File: config.mk
export PLATFORM = sky130hd
export DESIGN_NAME = cmdptr_i2c_slave
export DESIGN_NICKNAME = d
export VERILOG_FILES = /design/src/rtl/i2c_cmdptr_pkg.sv /design/src/rtl/i2c_glitch_filter.sv /design/src/rtl/i2c_bus_events.sv /design/src/rtl/i2c_cmdptr_engine.sv /design/src/rtl/cmdptr_i2c_slave.sv
export SDC_FILE = /design/constraint.sdc
export NUM_CORES = 1
export LEC_CHECK = 0
export ABC_AREA = 1
export CORE_UTILIZATION = 40
export DETAILED_ROUTE_END_ITERATION = 8
export GPL_TIMING_DRIVEN = 0
export SLEW_MARGIN = 20
export SYNTH_ARGS = -nofsm -noshare
export SYNTH_HDL_FRONTEND = slang
export SYNTH_SLANG_ARGS = --single-unit
File: constraint.sdc
create_clock -name clk -period 3 [get_ports clk]
set_input_delay 0.6 -clock clk [delete_from_list [all_inputs] [get_ports clk]]
set_output_delay 0.6 -clock clk [all_outputs]
set_load 0.03 [all_outputs]
File: src/rtl/i2c_cmdptr_pkg.sv
package i2c_cmdptr_pkg;
  localparam int BYTE_W  = 8;
  localparam int ADDR_W  = 7;
  localparam int STRAP_W = 2;

  typedef enum logic [2:0] {
    ST_IDLE,
    ST_RX,
    ST_RX_ACK,
    ST_TX_REQ,
    ST_TX_LOAD,
    ST_TX,
    ST_TX_ACK
  } bus_state_e;

  typedef enum logic [1:0] {
    K_ADDR,
    K_CMD,
    K_DATA
  } rx_kind_e;
endpackage

File: src/rtl/i2c_glitch_filter.sv
module i2c_glitch_filter #(
  parameter int FILT_CYC = 13
) (
  input  logic clk,
  input  logic rst,
  input  logic line_i,
  output logic line_o
);
  localparam int CW = $clog2(FILT_CYC + 1);

  logic [1:0]    sync_q;
  logic [CW-1:0] run_q;

  // two-flop synchronizer, then the output only follows a level held FILT_CYC cycles
  always_ff @(posedge clk) begin
    if (rst) begin
      sync_q <= 2'b11;
      run_q  <= '0;
      line_o <= 1'b1;
    end else begin
      sync_q <= {sync_q[0], line_i};
      if (sync_q[1] == line_o) begin
        run_q <= '0;
      end else if (run_q == CW'(FILT_CYC - 1)) begin
        line_o <= sync_q[1];
        run_q  <= '0;
      end else begin
        run_q <= run_q + 1'b1;
      end
    end
  end
endmodule

File: src/rtl/i2c_bus_events.sv
module i2c_bus_events (
  input  logic clk,
  input  logic rst,
  input  logic scl_f,
  input  logic sda_f,
  output logic scl_rise,
  output logic scl_fall,
  output logic start_ev,
  output logic stop_ev
);
  logic scl_d, sda_d;

  always_ff @(posedge clk) begin
    if (rst) begin
      scl_d <= 1'b1;
      sda_d <= 1'b1;
    end else begin
      scl_d <= scl_f;
      sda_d <= sda_f;
    end
  end

  assign scl_rise = scl_f & ~scl_d;
  assign scl_fall = ~scl_f & scl_d;
  // data edges only count as bus conditions while the clock stays high
  assign start_ev = scl_f & scl_d & sda_d & ~sda_f;
  assign stop_ev  = scl_f & scl_d & ~sda_d & sda_f;
endmodule

File: src/rtl/i2c_cmdptr_engine.sv
module i2c_cmdptr_engine
  import i2c_cmdptr_pkg::*;
#(
  parameter int NREG = 4,
  parameter int IDX_W = 2,
  parameter logic [ADDR_W-STRAP_W-1:0] ADDR_HI = 5'b11100
) (
  input  logic               clk,
  input  logic               rst,
  input  logic               scl_rise,
  input  logic               scl_fall,
  input  logic               start_ev,
  input  logic               stop_ev,
  input  logic               sda_f,
  input  logic [STRAP_W-1:0] strap_i,
  input  logic [BYTE_W-1:0]  rd_data_i,
  output logic               sda_oe_o,
  output logic [IDX_W-1:0]   reg_idx_o,
  output logic [BYTE_W-1:0]  wr_data_o,
  output logic               wr_stb_o,
  output logic               rd_stb_o
);
  localparam int CNT_W = $clog2(BYTE_W + 1);
  localparam logic [CNT_W-1:0]  BITS_FULL = CNT_W'(BYTE_W);
  localparam logic [CNT_W-1:0]  BITS_LAST = CNT_W'(BYTE_W - 1);
  localparam logic [BYTE_W-1:0] NREG_B    = BYTE_W'(NREG);

  bus_state_e          state_q;
  rx_kind_e            kind_q;
  logic [CNT_W-1:0]    cnt_q;
  logic [BYTE_W-1:0]   rx_q;
  logic [BYTE_W-2:0]   tx_q;
  logic [BYTE_W-1:0]   ptr_q;
  logic                rw_q;
  logic                mack_q;
  logic                ptr_ok;
  logic                addr_hit;

  assign ptr_ok    = (ptr_q < NREG_B);
  assign addr_hit  = (rx_q[BYTE_W-1:1] == {ADDR_HI, strap_i});
  assign reg_idx_o = ptr_q[IDX_W-1:0];

  always_ff @(posedge clk) begin
    wr_stb_o <= 1'b0;
    rd_stb_o <= 1'b0;
    if (rst) begin
      state_q   <= ST_IDLE;
      kind_q    <= K_ADDR;
      cnt_q     <= '0;
      rx_q      <= '0;
      tx_q      <= '0;
      ptr_q     <= '0;
      rw_q      <= 1'b0;
      mack_q    <= 1'b0;
      sda_oe_o  <= 1'b0;
      wr_data_o <= '0;
    end else if (start_ev) begin
      state_q  <= ST_RX;
      kind_q   <= K_ADDR;
      cnt_q    <= '0;
      sda_oe_o <= 1'b0;
    end else if (stop_ev) begin
      state_q  <= ST_IDLE;
      sda_oe_o <= 1'b0;
    end else begin
      unique case (state_q)
        ST_IDLE: ;
        ST_RX: begin
          if (scl_rise && cnt_q != BITS_FULL) begin
            rx_q  <= {rx_q[BYTE_W-2:0], sda_f};
            cnt_q <= cnt_q + 1'b1;
          end else if (scl_fall && cnt_q == BITS_FULL) begin
            unique case (kind_q)
              K_ADDR: begin
                if (addr_hit) begin
                  rw_q     <= rx_q[0];
                  sda_oe_o <= 1'b1;
                  state_q  <= ST_RX_ACK;
                end else begin
                  state_q <= ST_IDLE;
                end
              end
              K_CMD: begin
                ptr_q    <= rx_q;
                sda_oe_o <= 1'b1;
                state_q  <= ST_RX_ACK;
              end
              default: begin
                if (ptr_ok) begin
                  wr_stb_o  <= 1'b1;
                  wr_data_o <= rx_q;
                end
                sda_oe_o <= 1'b1;
                state_q  <= ST_RX_ACK;
              end
            endcase
          end
        end
        ST_RX_ACK: begin
          if (scl_fall) begin
            sda_oe_o <= 1'b0;
            cnt_q    <= '0;
            if (kind_q == K_ADDR && rw_q) begin
              rd_stb_o <= ptr_ok;
              state_q  <= ST_TX_REQ;
            end else if (kind_q == K_ADDR) begin
              kind_q  <= K_CMD;
              state_q <= ST_RX;
            end else begin
              kind_q  <= K_DATA;
              state_q <= ST_RX;
            end
          end
        end
        ST_TX_REQ: state_q <= ST_TX_LOAD;
        ST_TX_LOAD: begin
          tx_q     <= ptr_ok ? rd_data_i[BYTE_W-2:0] : '0;
          sda_oe_o <= ptr_ok ? ~rd_data_i[BYTE_W-1] : 1'b1;
          cnt_q    <= '0;
          state_q  <= ST_TX;
        end
        ST_TX: begin
          if (scl_fall) begin
            if (cnt_q == BITS_LAST) begin
              sda_oe_o <= 1'b0;
              state_q  <= ST_TX_ACK;
            end else begin
              sda_oe_o <= ~tx_q[BYTE_W-2];
              tx_q     <= {tx_q[BYTE_W-3:0], 1'b0};
              cnt_q    <= cnt_q + 1'b1;
            end
          end
        end
        ST_TX_ACK: begin
          if (scl_rise) begin
            mack_q <= ~sda_f;
          end else if (scl_fall) begin
            if (mack_q) begin
              rd_stb_o <= ptr_ok;
              state_q  <= ST_TX_REQ;
            end else begin
              state_q <= ST_IDLE;
            end
          end
        end
        default: state_q <= ST_IDLE;
      endcase
    end
  end
endmodule

File: src/rtl/cmdptr_i2c_slave.sv
module cmdptr_i2c_slave
  import i2c_cmdptr_pkg::*;
#(
  parameter int NREG = 4,
  parameter int FILT_CYC = 13,
  parameter logic [ADDR_W-STRAP_W-1:0] ADDR_HI = 5'b11100,
  localparam int IDX_W = (NREG > 1) ? $clog2(NREG) : 1
) (
  input  logic               clk,
  input  logic               rst,
  input  logic               scl_i,
  input  logic               sda_i,
  input  logic [STRAP_W-1:0] strap_i,
  input  logic [BYTE_W-1:0]  rd_data_i,
  output logic               sda_oe_o,
  output logic [IDX_W-1:0]   reg_idx_o,
  output logic [BYTE_W-1:0]  wr_data_o,
  output logic               wr_stb_o,
  output logic               rd_stb_o
);
  logic [1:0] raw_w, filt_w;
  logic scl_f, sda_f;
  logic scl_rise, scl_fall, start_ev, stop_ev;

  assign raw_w = {sda_i, scl_i};

  for (genvar g = 0; g < 2; g++) begin : g_filt
    i2c_glitch_filter #(.FILT_CYC(FILT_CYC)) i_filt (
      .clk    (clk),
      .rst    (rst),
      .line_i (raw_w[g]),
      .line_o (filt_w[g])
    );
  end

  assign scl_f = filt_w[0];
  assign sda_f = filt_w[1];

  i2c_bus_events i_events (
    .clk      (clk),
    .rst      (rst),
    .scl_f    (scl_f),
    .sda_f    (sda_f),
    .scl_rise (scl_rise),
    .scl_fall (scl_fall),
    .start_ev (start_ev),
    .stop_ev  (stop_ev)
  );

  i2c_cmdptr_engine #(
    .NREG    (NREG),
    .IDX_W   (IDX_W),
    .ADDR_HI (ADDR_HI)
  ) i_engine (
    .clk       (clk),
    .rst       (rst),
    .scl_rise  (scl_rise),
    .scl_fall  (scl_fall),
    .start_ev  (start_ev),
    .stop_ev   (stop_ev),
    .sda_f     (sda_f),
    .strap_i   (strap_i),
    .rd_data_i (rd_data_i),
    .sda_oe_o  (sda_oe_o),
    .reg_idx_o (reg_idx_o),
    .wr_data_o (wr_data_o),
    .wr_stb_o  (wr_stb_o),
    .rd_stb_o  (rd_stb_o)
  );
endmodule

==> results of run 1 <==
-- stage by stage --
| step | hold WS, ns | setup WS [ns] |
|---|---|---|
| after global placement | 0.3961 | 1.040 |
| final | 0.4115 | 0.9593 |
| after detailed placement | 0.3975 | 1.002 |
| after global routing | 0.4233 | 0.9190 |
| after CTS | 0.4155 | 0.9475 |
| after floorplan | 0.3895 | 1.600 |
-- logic make-up after synthesis --
family / share of synthesized area [%]
XOR/XNOR: 1.517
adder cells (fa/ha/maj): 2.600
flip-flops: 42.29
buffers and inverters: 10.10
AO/OA/AOI/OAI: 12.35
AND/OR/NAND/NOR: 31.15
-- power by group through the flow --
| stage | Sequential, mW | Clock (mW) | Combinational [mW] |
|---|---|---|---|
| final | 0.814 | 0.645 | 0.0480 |
| after global routing | 0.814 | 0.706 | 0.0540 |
| after CTS | 0.814 | 0.671 | 0.0486 |
| after floorplan | 0.832 | 0 | 0.0231 |
| after global placement | 0.832 | 0 | 0.0479 |
| after detailed placement | 0.832 | 0 | 0.0486 |
-- cells in the final DEF, fill, tap and decap left out, drive strengths merged --
| master | n |
|---|---|
| nand2 | 75 |
| clkdlybuf4s50 | 26 |
| a31oi | 1 |
| nand4 | 4 |
| nor3 | 4 |
| ha | 6 |
| xor2 | 3 |
| nor2 | 80 |
| dfxtp | 61 |
| clkinv | 6 |
| a211oi | 1 |
| o211ai | 2 |
| or2 | 4 |
| clkinvlp | 2 |
| clkbuf | 15 |
| buf | 5 |
| a21oi | 24 |
| nand3 | 31 |
| inv | 56 |
| xnor2 | 2 |
| o21ai | 37 |
| a22oi | 1 |
-- worst reg2reg max path, delay by kind of cell (launching register included) --
family / cells / cell delay [ns]
AOI/OAI and AO/OA: 2 / 0.24
adders and majority gates: 1 / 0.21
and+or+nand+nor: 3 / 0.42
DFF: 1 / 0.40
buffers and inverters: 2 / 0.29
-- sequential cells by signal (all words and copies together) (netlist names), 3 cells and up --
signal,flops
i_engine.ptr_q,8
i_engine.state_q,3
i_engine.tx_q,7
g_filt.i_filt.sync_q,4
g_filt.i_filt.run_q,8
i_engine.rx_q,8
i_engine.cnt_q,4
i_engine.wr_data_o,8
-- how the worst max path moves through the flow --
stage | from | endpoint | slack [ns] | cells after the start
after detailed placement | rst | i_engine.ptr_q[1]$_SDFFE_PP0P_ | 1.00 | 5
after global placement | rst | i_engine.rd_stb_o$_SDFF_PP0_ | 1.04 | 5
final | i_engine.ptr_q[1]$_SDFFE_PP0P_ | reg_idx_o[1] | 0.96 | 2
after CTS | i_engine.ptr_q[1]$_SDFFE_PP0P_ | reg_idx_o[1] | 0.95 | 2
after global routing | i_engine.ptr_q[1]$_SDFFE_PP0P_ | reg_idx_o[1] | 0.92 | 2
after floorplan | i_engine.cnt_q[0]$_SDFFE_PP0P_ | i_engine.ptr_q[5]$_SDFFE_PP0P_ | 1.60 | 10
-- synth_stat cells (all sizes together) --
library cell / instances
o211ai: 2
inv: 56
o21ai: 37
clkinv: 2
xnor2: 2
a22oi: 1
a31oi: 1
nand2: 75
nor3: 4
a211oi: 1
nor2: 80
ha: 6
a21oi: 24
nand3: 31
clkbuf: 5
buf: 5
dfxtp: 61
nand4: 4
or2: 4
xor2: 3
-- metal layers --
metal / track usage [%] / wire [µm] / up-vias
met5: 0 / 0 / -
met4: 5.000 / 62 / 0
met3: 5.403 / 194 / 7
met2: 29.49 / 2780 / 26
met1: 23.28 / 3009 / 1134
li1: - / - / 1355
-- final cells by class --
cell class	instances	area, µm²
fillers	698	3425
multi-input cells	275	1375
flip-flops and latches	61	1221
repair buffers	26	260.3
inverters	58	227.7
clock buffers	10	137.6
well taps	96	120.1
plain buffers	10	63.81
clock inverters	6	38.79
==> impl_metrics.yaml, run 1 <==
run_status:
  status: "complete, no violations"
timing:
  finClkSkew_ns: 0.006986
  post-route-period-util_pct: 68.02
  fin_tns_setup_ns: 0
  grt_setup_unrepaired: "no"
  tightestPinTransition_ns: 0.4936
  final_hold_viol_count: 0
  finalCriticalPeriod_ns: 2.041
  slew_violations: 0
  setup_viol: 0
  worst_slew_margin_rel_pct: 67.10
  fmax_mhz: 490.0
final_layout:
  final_nets: 461
  fin_cells: 542
  design_area_um2: 3445
  post-route-util_pct: 50.15
  syn2layout_area_growth_pct: 19.28
  drive_gt1_share_pct: 11.88
  antenna_cells: 0
place:
  place_area_um2: 3268
  numPlacedInstances: 526
  io_buffer_count: 26
  gp_congestion: 0.8651
  dp_hpwl_um: 4419
power:
  power_density_nw_per_um2: 437.5
  switching_share_pct: 23.32
  power.leakage_nw: 1.474
  p_int_mw: 1.155
  clkPwrFrac_pct: 42.8
  power_frac_comb_pct: 3.2
  p_total_mw: 1.507
  p_sw_uw: 351.5
  p_seq_share_pct: 54.0
  ir_worst_vdd_v: 0.0003311
cts:
  cts_resized: 0
  cts_setup_buffers: 0
  numCtsBuffers: 9
  cts_tree: "done"
  htreeDepth: 3
  cts_sinks: 61
  clk_latency_ns: 0.34
  clockBufferDepth: 2
  cts.clk_slew.worst_paths_ns: 0.07
  clockRootBuffer: "clkbuf_8"
  cts_hold_buf: 0
synthesis:
  syn_nets: 424
  yosysSeqAreaShare_pct: 42.29
  synth.cell_area_um2: 2888
  yosysTopAreaCellShare_pct: 42.29
  synth_seq_cells: 61
  ys_warn_count: 0
  syn_avg_cell_area_um2: 7.148
  synthTopCellsByArea: "dfxtp_1, nor2_1, nand2_1, inv_1, o21ai_0"
  yosysUniqueCellTypes: 32
  netlist_instances: 404
  synth_largest_area_cell: "dfxtp_1"
floorplan:
  io_pins: 27
  die_w_um: 86.97
  initial_core_util_pct: 42.04
  rows: 30
  dieArea_um2: 7563
  fp.dieH_um: 86.97
  coreArea_um2: 6869
global_route:
  grt_max_degree: 12
  grt_usage_pct: 18.13
  grt_pass1_vias: 2366
  antenna_found_initial: 0
  gr-total-overflow: 0
  grt_pass1_wl_um: 10670
worst_setup_path:
  cp_slowest_cell: "clkdlybuf4s50_1"
  r2r-start: "i_engine.cnt_q[0]$_SDFFE_PP0P_"
  crit_type: "reg -> out"
  startpoint_type: "register"
  rrSetupSlack_ns: 1.38
  crit_arrival_ns: 1.44
  ff2ff_path_depth: 8
  cp_max_fo: 2
  reg2reg_to: "i_engine.rx_q[5]$_SDFFE_PP0P_"
  endpoint_kind: "output pin"
  crit_chain: "buf_4 > clkdlybuf4s50_1"
  max_stage_delay_ns: 0.65
  required_ns: 2.40
  cp_top_family: "buffers and inverters"
  crit_buf_inv: 2
run:
  drv_cap: 0
worst_hold_path:
  hold-path-endpoint: "g_filt[0].i_filt.sync_q[1]$_SDFF_PP1_"
  hp-start: "g_filt[0].i_filt.sync_q[0]$_SDFF_PP1_"
  min_path_type: "reg -> reg"
  whs_path_depth: 1
route:
  route.detailed.drc: 0
  routed_wl_um: 6047
  via_count: 2522
  drt_iter0_markers: 91
  drtPass1Iterations: 4
  wl_per_cell_um: 11.16
  ant_nets: 0
  via_per_inst: 4.653
Power figures use the tool's default switching activity.
==> inputs of run 2 (changes only) <==
- clock period: 3 -> 1.66 ns (I/O delays scaled with it)
==> impl_metrics.yaml, run 2 (same netlist as run 1, synthesis figures left out) <==
run_status:
  status: "complete, no violations"
place:
  dp_slack_ns: -0.06968
  gp_congestion: 0.8651
  io_buffer_count: 26
  place_area_um2: 3268
  dp_hpwl_um: 4419
  numPlacedInstances: 526
route:
  via_per_inst: 4.734
  ant_nets: 0
  route.detailed.drc: 0
  drt_iter0_markers: 84
  wl_per_cell_um: 11.58
  routed_wl_um: 6360
  drtPass1Iterations: 4
  via_count: 2599
cts:
  numCtsBuffers: 9
  clockRootBuffer: "clkbuf_8"
  htreeDepth: 3
  cts_tree: "done"
  clk_latency_ns: 0.34
  cts.clk_slew.worst_paths_ns: 0.07
  cts_sinks: 61
  cts_hold_buf: 0
  clockBufferDepth: 2
global_route:
  grt_pass1_vias: 2378
  grt_use_met2_pct: 29.71
  grt_max_degree: 12
  gr-total-overflow: 0
  antenna_found_initial: 0
  top_usage_layer: "met2"
  globalRouteMet1Util_pct: 23.34
  grt_pass1_wl_um: 10720
  grt_usage_pct: 18.21
  grt_util_met3_pct: 5.403
worst_setup_path:
  startpoint_type: "register"
  required_ns: 1.89
  crit_type: "reg -> reg"
  crit_arrival_ns: 1.81
  cp_slowest_cell: "dfxtp_4"
  crit_chain: "inv_2 > ha_4 > nand2_2 > nor2_2 > nand2_2 > nor2_4 > nand3_4 > buf_6 > o21ai_2 > a21oi_1"
  endpoint_kind: "register"
  crit_buf_inv: 2
  max_stage_delay_ns: 0.36
  cp_max_fo: 8
  cp_common_cell: "nand2_2"
  cp_top_family: "simple AND/OR/NAND/NOR gates"
floorplan:
  coreArea_um2: 6869
  fp.dieH_um: 86.97
  initial_core_util_pct: 42.04
  die_w_um: 86.97
  dieArea_um2: 7563
  io_pins: 27
  rows: 30
timing:
  whs_ns: 0.4109
  fin_tns_setup_ns: 0
  post-route-period-util_pct: 94.67
  worst_slew_margin_rel_pct: 67.60
  slew_violations: 0
  finClkSkew_ns: 0.004788
  finalCriticalPeriod_ns: 1.571
  setup_slack_ns: 0.08851
  final_hold_viol_count: 0
  setup_viol: 0
  fmax_mhz: 636.3
  tightestPinTransition_ns: 0.4860
power:
  power.leakage_nw: 1.585
  power_density_nw_per_um2: 766.8
  ir_worst_vdd_v: 0.0005995
final_layout:
  syn2layout_area_growth_pct: 23.18
  final_common_cell: "nor2_1"
  antenna_cells: 0
  design_area_um2: 3557
  layout_common_cells: "nor2_1, nand2_1, dfxtp_1, inv_1"
  fin_cells: 549
  drive_gt1_share_pct: 16.56
  final_nets: 468
worst_hold_path:
  min_path_type: "reg -> reg"
run:
  drv_cap: 0
[run 2: cell count changes in the layout (fill, tap and decap cells not counted), moves of 3 or more]
| cell | before | now |
|---|---|---|
| buf_4 | 3 | 6 |
| clkdlybuf4s50_1 | 26 | 13 |
| dlygate4sd2_1 | 0 | 12 |
| nor2_1 | 77 | 74 |
| nor2_2 | 1 | 4 |
| o21ai_1 | 10 | 7 |
| o21ai_2 | 1 | 5 |
[run 2: worst paths after layout]
| kind | cells after the start | to | start | slack [ns] |
|---|---|---|---|---|
| min | 1 | g_filt[1].i_filt.sync_q[1]$_SDFF_PP1_ | g_filt[1].i_filt.sync_q[0]$_SDFF_PP1_ | 0.41 |
| min reg2reg | 1 | g_filt[1].i_filt.sync_q[1]$_SDFF_PP1_ | g_filt[1].i_filt.sync_q[0]$_SDFF_PP1_ | 0.41 |
| max reg2reg | 10 | i_engine.ptr_q[5]$_SDFFE_PP0P_ | i_engine.cnt_q[0]$_SDFFE_PP0P_ | 0.09 |
| max | 10 | i_engine.ptr_q[5]$_SDFFE_PP0P_ | i_engine.cnt_q[0]$_SDFFE_PP0P_ | 0.09 |
[run 2: routing by layer]
layer	wire (µm)	part of all wire, %
met4	74	1.2
met5	0	0
met1	3119	49
met2	2983	47
met3	182	2.9
[run 2: timing repair]
item / 4_1_cts / 5_1_grt
setup buffers: 0 / 5
pin swaps: 0 / 9
setup endpoints to repair: 12 / 29
resized for setup: 12 / 21
cloned: 0 / 2
[run 2: final cells by class]
class	count	area [µm²]
Clock inverter	6	38.79
Clock buffer	10	137.6
Sequential cell	61	1226
Fill cell	692	3312
Multi-Input combinational cell	276	1433
Timing Repair Buffer	32	306.5
Buffer	10	63.81
Inverter	58	231.5
Tap cell	96	120.1
[run 2: stage by stage]
step                      util, %  power [mW]
after floorplan                 -       1.546
after global placement      47.58       1.591
after detailed placement    47.58       1.592
after CTS                   49.93       2.770
after global routing        51.79       2.845
final                       51.79       2.727
[run 2: where the power goes]
group          switching, mW  internal, mW  total (mW)
logic                 0.0440        0.0449      0.0889
registers            0.00214          1.47        1.47
clock network          0.594         0.575        1.17
[run 2: worst reg2reg max path, stage by stage (launching register included)]
cell	delay, ns
dfxtp_4	0.36
inv_2	0.06
ha_4	0.13
nand2_2	0.05
nor2_2	0.13
nand2_2	0.09
nor2_4	0.21
nand3_4	0.14
buf_6	0.16
o21ai_2	0.10
a21oi_1	0.05
==> inputs of run 3 (changes only) <==
- CAP_MARGIN: not set -> 15
- clock period: 1.66 -> 1.8 ns (I/O delays scaled with it)
==> impl_metrics.yaml, run 3 (same netlist as run 1, synthesis figures left out) <==
floorplan:
  fp.dieH_um: 86.97
  dieArea_um2: 7563
  die_w_um: 86.97
  io_pins: 27
  coreArea_um2: 6869
  rows: 30
  initial_core_util_pct: 42.04
place:
  dp_hpwl_um: 4419
  dp_slack_ns: 0.04232
  io_buffer_count: 26
  gp_congestion: 0.8651
  place_area_um2: 3268
  numPlacedInstances: 526
run:
  drv_cap: 0
worst_setup_path:
  required_ns: 1.44
  worstSetupEndpoint: "wr_data_o[7]"
  startpoint_type: "register"
  cp_max_fo: 2
  r2r-start: "i_engine.cnt_q[0]$_SDFFE_PP0P_"
  startpoint: "i_engine.wr_data_o[7]$_SDFFE_PP0P_"
  max_stage_delay_ns: 0.68
  crit_chain: "clkdlybuf4s50_1"
  cp_slowest_cell: "clkdlybuf4s50_1"
  reg2reg_to: "i_engine.rx_q[5]$_SDFFE_PP0P_"
  crit_type: "reg -> out"
  endpoint_kind: "output pin"
  ff2ff_path_depth: 8
  crit_arrival_ns: 1.39
  rrSetupSlack_ns: 0.18
  crit_buf_inv: 1
  cp.depth: 1
  cp_top_family: "buffers and inverters"
timing:
  slew_violations: 0
  post-route-period-util_pct: 97.02
  final_hold_viol_count: 0
  tightestPinTransition_ns: 0.4927
  finClkSkew_ns: 0.006996
  finalCriticalPeriod_ns: 1.746
  setup_viol: 0
  grt_setup_unrepaired: "no"
  setup_slack_ns: 0.05359
  fmax_mhz: 572.6
  fin_tns_setup_ns: 0
  worst_slew_margin_rel_pct: 67.16
power:
  p_seq_share_pct: 54.0
  switching_share_pct: 23.36
  p_int_mw: 1.926
  ir_worst_vdd_v: 0.0005518
  p_sw_uw: 586.8
  p_total_mw: 2.513
  power_density_nw_per_um2: 729.2
  power.leakage_nw: 1.497
  clkPwrFrac_pct: 42.8
  power_frac_comb_pct: 3.2
route:
  routed_wl_um: 6060
  route.detailed.drc: 0
  drt_iter0_markers: 92
  drtPass1Iterations: 4
  via_count: 2526
  via_per_inst: 4.661
  ant_nets: 0
  wl_per_cell_um: 11.18
final_layout:
  fin_cells: 542
  final_common_cell: "nor2_1"
  design_area_um2: 3446
  syn2layout_area_growth_pct: 19.32
  antenna_cells: 0
  drive_gt1_share_pct: 11.88
  final_nets: 461
  layout_common_cells: "nor2_1, nand2_1, dfxtp_1, inv_1, o21ai_0"
cts:
  clockBufferDepth: 2
  numCtsBuffers: 9
  cts_sinks: 61
  htreeDepth: 3
  cts_tree: "done"
  clockRootBuffer: "clkbuf_8"
  clk_latency_ns: 0.34
  cts_setup_buffers: 0
  cts.clk_slew.worst_paths_ns: 0.07
global_route:
  grt_usage_pct: 18.15
  antenna_found_initial: 0
  gr-total-overflow: 0
  grt_max_degree: 12
  grt_pass1_vias: 2368
  grt_pass1_wl_um: 10680
run_status:
  status: "complete, no violations"
worst_hold_path:
  min_path_type: "reg -> reg"
==> run 3: cell types whose count changed in the layout (fill, tap and decap cells not counted), sizes merged <==
cell and delta:
buf -6, clkdlybuf4s50 +11, clkinv +1, clkinvlp -1
dlygate4sd2 -11, nand3 -1
==> run 3: worst min path at each step <==
stage | from | end | slack [ns] | cells after the start
4_1_cts | g_filt[1].i_filt.sync_q[0]$_SDFF_PP1_ | g_filt[1].i_filt.sync_q[1]$_SDFF_PP1_ | 0.42 | 1
5_1_grt | g_filt[1].i_filt.sync_q[0]$_SDFF_PP1_ | g_filt[1].i_filt.sync_q[1]$_SDFF_PP1_ | 0.42 | 1
2_1_floorplan | g_filt[0].i_filt.sync_q[0]$_SDFF_PP1_ | g_filt[0].i_filt.sync_q[1]$_SDFF_PP1_ | 0.39 | 1
3_3_place_gp | g_filt[1].i_filt.sync_q[0]$_SDFF_PP1_ | g_filt[1].i_filt.sync_q[1]$_SDFF_PP1_ | 0.40 | 1
3_5_place_dp | g_filt[1].i_filt.sync_q[0]$_SDFF_PP1_ | g_filt[1].i_filt.sync_q[1]$_SDFF_PP1_ | 0.40 | 1
6_report | g_filt[0].i_filt.sync_q[0]$_SDFF_PP1_ | g_filt[0].i_filt.sync_q[1]$_SDFF_PP1_ | 0.41 | 1
==> run 3: power by group through the flow <==
stage	Sequential [mW]	Clock (mW)	Combinational, mW
4_1_cts	1.36	1.12	0.0811
5_1_grt	1.36	1.18	0.0900
6_report	1.36	1.08	0.0799
3_3_place_gp	1.39	0	0.0798
3_5_place_dp	1.39	0	0.0809
2_1_floorplan	1.39	0	0.0385
==> run 3: worst reg2reg max path, cell delays in order, from the launching register on <==
cell	delay, ns
dfxtp_1	0.40
inv_1	0.06
ha_1	0.21
nand3_1	0.10
nand2_1	0.08
nor2_1	0.24
buf_4	0.23
o21ai_0	0.09
a21oi_1	0.15
==> run 3: metrics by stage <==
step	hold slack (ns)	util, %
after global placement	0.3961	47.58
final	0.4115	50.16
after global routing	0.4233	50.16
after detailed placement	0.3975	47.58
after floorplan	0.3895	-
after CTS	0.4155	50.13
==> run 3: layout make-up <==
| class | instances | area [µm²] |
|---|---|---|
| well taps | 96 | 120.1 |
| flip-flops and latches | 61 | 1221 |
| repair buffers | 26 | 261.5 |
| clock buffers | 10 | 137.6 |
| multi-input cells | 275 | 1375 |
| inverters | 58 | 227.7 |
| plain buffers | 10 | 63.81 |
| clock inverters | 6 | 38.79 |
| fillers | 697 | 3423 |
==> run 3: repair_timing <==
action,CTS,global route
resized for setup,1,1
pin swaps,0,0
hold buffers,0,0
endpoints found under the setup margin,1,1
hold endpoints to repair,0,0
==> run 3: per-layer routing <==
layer,global-route usage [%],vias to the layer above,routed length [µm]
met2,29.49,24,2803
met4,5.000,0,62
met1,23.34,1142,2999
met5,0,-,0
met3,5.403,7,195
li1,-,1353,-
